<file path="src/rtl/lps_pkg.sv">
package lps_pkg;
   typedef enum logic {
      SEQ_IDLE = 1'b0,
      SEQ_RUN  = 1'b1
   } seq_state_e;
endpackage

</file>
<file path="src/rtl/lps_tick.sv">
module lps_tick #(
   parameter int PRESCALE = 4
) (
   input  logic clk,
   input  logic rst_n,
   input  logic restart,
   input  logic run,
   output logic tick
);
   generate
      if (PRESCALE == 1) begin : g_direct
         logic unused_tick_in;
         assign unused_tick_in = ^{clk, rst_n, restart};
         assign tick = run;
      end else begin : g_count
         localparam int PS_W = $clog2(PRESCALE);
         localparam logic [PS_W-1:0] LAST = PS_W'(PRESCALE - 1);
         logic [PS_W-1:0] cnt_q;
         always_ff @(posedge clk or negedge rst_n) begin
            if (!rst_n)        cnt_q <= '0;
            else if (restart)  cnt_q <= '0;
            else if (run)      cnt_q <= (cnt_q == LAST) ? '0 : cnt_q + 1'b1;
         end
         assign tick = run && (cnt_q == LAST);
      end
   endgenerate
endmodule

</file>
<file path="src/rtl/lps_mask.sv">
module lps_mask #(
   parameter int NUM_LANES = 4,
   parameter int CNT_W     = 3
) (
   input  logic [CNT_W-1:0]     lane_count,
   output logic                 valid,
   output logic [NUM_LANES-1:0] mask
);
   logic pow2;
   assign pow2  = (lane_count != '0) && ((lane_count & (lane_count - 1'b1)) == '0);
   assign valid = pow2 && (lane_count <= CNT_W'(NUM_LANES));
   generate
      for (genvar i = 0; i < NUM_LANES; i++) begin : g_bit
         assign mask[i] = valid && (CNT_W'(i) < lane_count);
      end
   endgenerate
endmodule

</file>
<file path="src/rtl/lps_order.sv">
module lps_order #(
   parameter int NUM_LANES = 4,
   parameter int IDX_W     = 2
) (
   input  logic [IDX_W-1:0]     step,
   input  logic                 dir_down,
   output logic [NUM_LANES-1:0] lane_hot,
   output logic                 last
);
   localparam logic [IDX_W-1:0] TOP = IDX_W'(NUM_LANES - 1);
   logic [IDX_W-1:0] lane_idx;
   assign lane_idx = dir_down ? (TOP - step) : step;
   assign last     = (step == TOP);
   generate
      for (genvar i = 0; i < NUM_LANES; i++) begin : g_hot
         assign lane_hot[i] = (lane_idx == IDX_W'(i));
      end
   endgenerate
endmodule

</file>
<file path="src/rtl/lane_pwr_seq.sv">
module lane_pwr_seq
   import lps_pkg::*;
#(
   parameter int NUM_LANES = 4,
   parameter int DLY_W     = 4,
   parameter int PRESCALE  = 4
) (
   input  logic                       clk,
   input  logic                       rst_n,
   input  logic                       ctl_wr,
   input  logic                       ctl_trigger,
   input  logic                       ctl_power_up,
   input  logic                       ctl_dir_down,
   input  logic [DLY_W-1:0]           ctl_delay,
   input  logic [$clog2(NUM_LANES):0] lane_count,
   output logic [NUM_LANES-1:0]       lane_pd,
   output logic                       seq_done
);
   localparam int CNT_W = $clog2(NUM_LANES) + 1;
   localparam int IDX_W = (NUM_LANES > 1) ? $clog2(NUM_LANES) : 1;

   generate
      if (NUM_LANES < 1 || (NUM_LANES & (NUM_LANES - 1)) != 0) begin : g_bad_lanes
         $error("NUM_LANES must be a power of two");
      end
      if (PRESCALE < 1) begin : g_bad_prescale
         $error("PRESCALE must be at least 1");
      end
      if (DLY_W < 1) begin : g_bad_dly
         $error("DLY_W must be at least 1");
      end
   endgenerate

   seq_state_e           state_q;
   logic                 run_act;
   logic                 up_q;
   logic                 down_q;
   logic [DLY_W-1:0]     gap_q;
   logic [DLY_W-1:0]     wait_q;
   logic [IDX_W-1:0]     step_q;
   logic [NUM_LANES-1:0] mask_q;
   logic [NUM_LANES-1:0] pd_q;
   logic [NUM_LANES-1:0] pd_next;
   logic                 done_q;

   logic                 accept;
   logic                 fire;
   logic                 tick;
   logic                 cnt_ok;
   logic [NUM_LANES-1:0] cnt_mask;
   logic [NUM_LANES-1:0] lane_hot;
   logic                 last_step;

   assign run_act = (state_q == SEQ_RUN);
   assign accept  = ctl_wr && ctl_trigger && (state_q == SEQ_IDLE);
   assign fire    = run_act && (wait_q == '0);

   lps_mask #(.NUM_LANES(NUM_LANES), .CNT_W(CNT_W)) u_mask (
      .lane_count (lane_count),
      .valid      (cnt_ok),
      .mask       (cnt_mask)
   );

   lps_order #(.NUM_LANES(NUM_LANES), .IDX_W(IDX_W)) u_order (
      .step     (step_q),
      .dir_down (down_q),
      .lane_hot (lane_hot),
      .last     (last_step)
   );

   lps_tick #(.PRESCALE(PRESCALE)) u_tick (
      .clk     (clk),
      .rst_n   (rst_n),
      .restart (accept || fire),
      .run     (run_act),
      .tick    (tick)
   );

   generate
      for (genvar i = 0; i < NUM_LANES; i++) begin : g_next
         assign pd_next[i] = lane_hot[i] ? (up_q ? ~mask_q[i] : 1'b1) : pd_q[i];
      end
   endgenerate

   always_ff @(posedge clk or negedge rst_n) begin
      if (!rst_n) begin
         state_q <= SEQ_IDLE;
         up_q    <= 1'b0;
         down_q  <= 1'b0;
         gap_q   <= '0;
         wait_q  <= '0;
         step_q  <= '0;
         mask_q  <= '0;
         pd_q    <= '1;
         done_q  <= 1'b0;
      end else if (accept) begin
         state_q <= SEQ_RUN;
         up_q    <= ctl_power_up;
         down_q  <= ctl_dir_down;
         gap_q   <= ctl_delay;
         wait_q  <= '0;
         step_q  <= '0;
         done_q  <= 1'b0;
         if (cnt_ok) mask_q <= cnt_mask;
      end else if (fire) begin
         pd_q <= pd_next;
         if (last_step) begin
            state_q <= SEQ_IDLE;
            done_q  <= 1'b1;
         end else begin
            step_q <= step_q + 1'b1;
            wait_q <= gap_q;
         end
      end else if (run_act && tick) begin
         wait_q <= wait_q - 1'b1;
      end
   end

   assign lane_pd  = pd_q;
   assign seq_done = done_q;
endmodule

</file>
<file path="config.mk">
export PLATFORM = sky130hd
export DESIGN_NAME = lane_pwr_seq
export DESIGN_NICKNAME = d
export VERILOG_FILES = /design/src/rtl/lps_pkg.sv /design/src/rtl/lps_tick.sv /design/src/rtl/lps_mask.sv /design/src/rtl/lps_order.sv /design/src/rtl/lane_pwr_seq.sv
export SDC_FILE = /design/constraint.sdc
export NUM_CORES = 1
export LEC_CHECK = 0
export BUFFER_PORTS_ARGS = -buffer_cell sky130_fd_sc_hd__buf_2
export CORE_UTILIZATION = 45
export CTS_CLUSTER_SIZE = 10
export DETAILED_ROUTE_END_ITERATION = 10
export GPL_ROUTABILITY_DRIVEN = 1
export PLACE_DENSITY = 0.65
export SYNTH_ARGS = -nofsm -noshare
export SYNTH_HDL_FRONTEND = slang
export SYNTH_HIERARCHICAL = 1
export SYNTH_SLANG_ARGS = --single-unit
</file>
<file path="constraint.sdc">
create_clock -name clk -period 1.9 [get_ports clk]
set_clock_uncertainty 0.05 [all_clocks]
set_input_delay 0 -clock clk [delete_from_list [all_inputs] [get_ports clk]]
set_output_delay 0 -clock clk [all_outputs]
set_load 0.05 [all_outputs]
</file>
==> reports/qor.csv <==
metric,value,unit
net-switching-power,0.913,mW
dpl.hpwl,1640,µm
detail_route.iter0.violations,11,
detail-route-antenna-nets,0,
finalSetupTns,0,ps
ctsHoldBuffers,7,
fp.dieArea,2950,µm²
setup_viol,0,
via_per_inst,5.46,
antenna_cells,0,
leakagePower,0.668,nW
netlist.area_leader.share,40.6,%
postSynthCellCount,119,
syn-cell-area,1230,µm²
netlist-cell-type-count,34,
maximum_vdd_drop,0.00103,V
synth_sequential_area_ratio,49.1,%
max-slew-margin-rel,64.8,%
synthesis.nets,134,
clkPwrFrac,12.7,%
synth_enable_flop_cells,0,
period_needed,1790,ps
boundaryPins,18,
synth-main-ff-cell,sky130_fd_sc_hd__dfrtp_1,
type_of_origin_of_the_critical_path,flip-flop,
synth.ff_latch_count,24,
cts.htree.levels,1,
layout-drive-gt1-share,23.8,%
synth.top_cells.by_area,"sky130_fd_sc_hd__dfrtp_1 (41%), sky130_fd_sc_hd__dfstp_2 (8.5%), sky130_fd_sc_hd__nand2_1 (7.3%)",
wire_per_inst,13.7,µm
tritoncts,built,
comb_power_share,42.4,%
num_rows,18,
cp_max_stage_cell,sky130_fd_sc_hd__or4_1,
area_growth_syn_to_layout,16.0,%
fmax,559,MHz
postCtsSetupRepairBufs,0,
worst_min_delay_path_startpoint,lane_count[0],
finalWeightedCongestion,0.703,
critPathCaptureType,flip-flop,
drc,0,
root_buffer,sky130_fd_sc_hd__clkbuf_4,
r2r.worst_path.cells,5,
vias,945,
cts_repair_resize_count,0,
grt_usage,18.6,%
critical_path.cell_chain,"inv_1, ha_1, or4_1, or3_1, a31oi_1",
start_util,48.9,%
vias_in_the_first_global_route,844,
p_sw_share,41.8,%
finalHoldViolations,0,
yosys_warnings,6,
io_buffer_count,17,
num-fill-cells,227,
critPathKind,reg2reg,
max-cap-violations,0,
critical_path_arrival,1990,ps
sum_of_internal_switching_and_leakage_power,2.18,mW
wire_length_of_the_first_global_routing_pass,3790,µm
min_path_cells,3,
min_path_type,in2reg,
drt-pass1-iter-count,4,
cts-root-to-sink-buffers,2,
timing.critical_path.required,2100,ps
yosysTopAreaCell,sky130_fd_sc_hd__dfrtp_1,
timing.critical_path.slowest_cell_delay,460,ps
wl,2360,µm
dpl_cell_area,1320,µm²
reg2reg_from,wait_q[0],
clock_sink_count,24,
max_slew.worst_pin.slew,528,ps
grt_max_degree,25,
grt_overflow,0,
floorplan.die.height,54.3,µm
grt_setup_unrepaired,no,
power.sequential.fraction,44.9,%
postSynth.asyncResetShare,100,%
drv_slew,0,
layout.nets,159,
internal-power,1.27,mW
final_min_period_over_clock_period,94.1,%
post-route-cell-area,1430,µm²
powerDensity,1530,nW/µm²
core_outline_area,2520,µm²
status,completed,
capture_instance_of_the_worst_register_to_register_path,wait_q[3],
die_w,54.3,µm
setup.reg_to_reg.worst_slack,110,ps
antenna_violations_before_repair,0,
multi_input_area,584,µm²
numCtsBuffers,3,
synthesized_area_per_cell,10.4,µm²
clk-insertion-delay-late,320,ps
timing.critical_path.fanout_max,5,
register_area,606,µm²
worst_setup_hold_path_clk_slew,130,ps
whs_endpoint,mask_q[1],
## per-layer routing
metal | track usage, % | part of all wire [%] | wire length, µm
met1 | 25.1 | 50 | 1170
met2 | 29.1 | 46 | 1080
met3 | 3.33 | 2.6 | 61
met4 | 7.69 | 1.8 | 42
met5 | 0 | 0 | 0
## worst max path at each step
stage	slack (ps)	from	cells after the start	endpoint
after global placement	210	wait_q[0]	5	wait_q[3]
after detailed placement	120	wait_q[0]	5	wait_q[3]
after CTS	120	wait_q[0]	5	wait_q[3]
after global routing	7	wait_q[0]	5	wait_q[3]
final	110	wait_q[0]	5	wait_q[3]
after floorplan	230	wait_q[0]	5	wait_q[3]
## cell usage in the layout, fill, tap and decap left out, types with 2 or more instances in the layout
master and count:
sky130_fd_sc_hd__dlygate4sd3_1 7, sky130_fd_sc_hd__xnor2_1 2, sky130_fd_sc_hd__nand3b_1 4, sky130_fd_sc_hd__nor2_1 3, sky130_fd_sc_hd__clkbuf_4 3, sky130_fd_sc_hd__o21ai_0 3
sky130_fd_sc_hd__nand2_1 24, sky130_fd_sc_hd__nand2b_1 4, sky130_fd_sc_hd__mux2i_1 7, sky130_fd_sc_hd__dfrtp_1 20, sky130_fd_sc_hd__o22ai_1 4, sky130_fd_sc_hd__ha_1 2
sky130_fd_sc_hd__dfstp_2 4, sky130_fd_sc_hd__inv_1 3, sky130_fd_sc_hd__nor3b_1 2, sky130_fd_sc_hd__buf_2 17, sky130_fd_sc_hd__nand3_1 2, sky130_fd_sc_hd__mux2_2 6
sky130_fd_sc_hd__a41oi_1 4, sky130_fd_sc_hd__or3_1 2, sky130_fd_sc_hd__a21oi_1 6
## through the flow
stage / utilization, % / hold slack [ps] / setup WS [ps] / instances
2_1_floorplan: - / -346 / 232 / 119
6_report: 56.7 / 46.6 / 111 / 173
4_1_cts: 56.7 / 38.0 / 116 / 173
3_5_place_dp: 52.5 / -31.1 / 119 / 162
3_3_place_gp: 52.5 / -36.9 / 208 / 162
5_1_grt: 56.7 / 77.0 / 7.47 / 173
## registers in the layout (all words and copies together), names as in the netlist
register and cells:
u_tick/g_count.cnt_q 2, down_q 1, run_act 1, gap_q 4
lane_pd 4, step_q 2, seq_done 1, wait_q 4
mask_q 4, up_q 1
## power by group through the flow
stage	Combinational, mW	Sequential (mW)	Clock (mW)
finish	0.924	0.981	0.277
global route	1.04	1.01	0.299
CTS	0.933	0.977	0.286
detailed placement	0.919	0.987	0
global placement	0.891	0.973	0
floorplan	0.623	1.09	0
## worst max-delay path: cells and delay by family, from the launching register on
| kind | cells | cell delay, ps |
|---|---|---|
| AND/OR/NAND/NOR | 2 | 770 |
| flip-flops | 1 | 420 |
| adder cells (fa/ha/maj) | 1 | 240 |
| AO/OA/AOI/OAI | 1 | 160 |
| buffers and inverters | 1 | 90 |
## cell usage after synthesis, types with 2 or more instances
library cell,count
sky130_fd_sc_hd__nand2b_1,4
sky130_fd_sc_hd__dfrtp_1,20
sky130_fd_sc_hd__a41oi_1,4
sky130_fd_sc_hd__mux2i_1,7
sky130_fd_sc_hd__or3_1,2
sky130_fd_sc_hd__buf_2,2
sky130_fd_sc_hd__nand3_1,2
sky130_fd_sc_hd__o21ai_0,3
sky130_fd_sc_hd__o22ai_1,4
sky130_fd_sc_hd__mux2_2,6
sky130_fd_sc_hd__inv_1,3
sky130_fd_sc_hd__nor3b_1,2
sky130_fd_sc_hd__a21oi_1,6
sky130_fd_sc_hd__nand2_1,24
sky130_fd_sc_hd__nand3b_1,4
sky130_fd_sc_hd__ha_1,2
sky130_fd_sc_hd__nor2_1,3
sky130_fd_sc_hd__dfstp_2,4
sky130_fd_sc_hd__xnor2_1,2
## cells by family after synthesis
family                     count (synthesis)  share of synthesized area (%)
muxes                                     13                           11.2
DFF                                       24                           49.1
adders and majority gates                  2                           2.03
AOI/OAI and AO/OA                         22                           11.5
and+or+nand+nor                           49                           21.3
buffers and inverters                      7                           3.45
xor gates and xnor gates                   2                           1.42
## area by class of cell
class                   count  share of cell area (%)
well taps                  30                    2.62
inverters                   3                   0.787
multi-input cells          88                    40.9
repair buffers             24                    10.8
flip-flops and latches     24                    42.3
clock buffers               4                    2.54
Note: power is estimated with default switching activity, not from simulation.
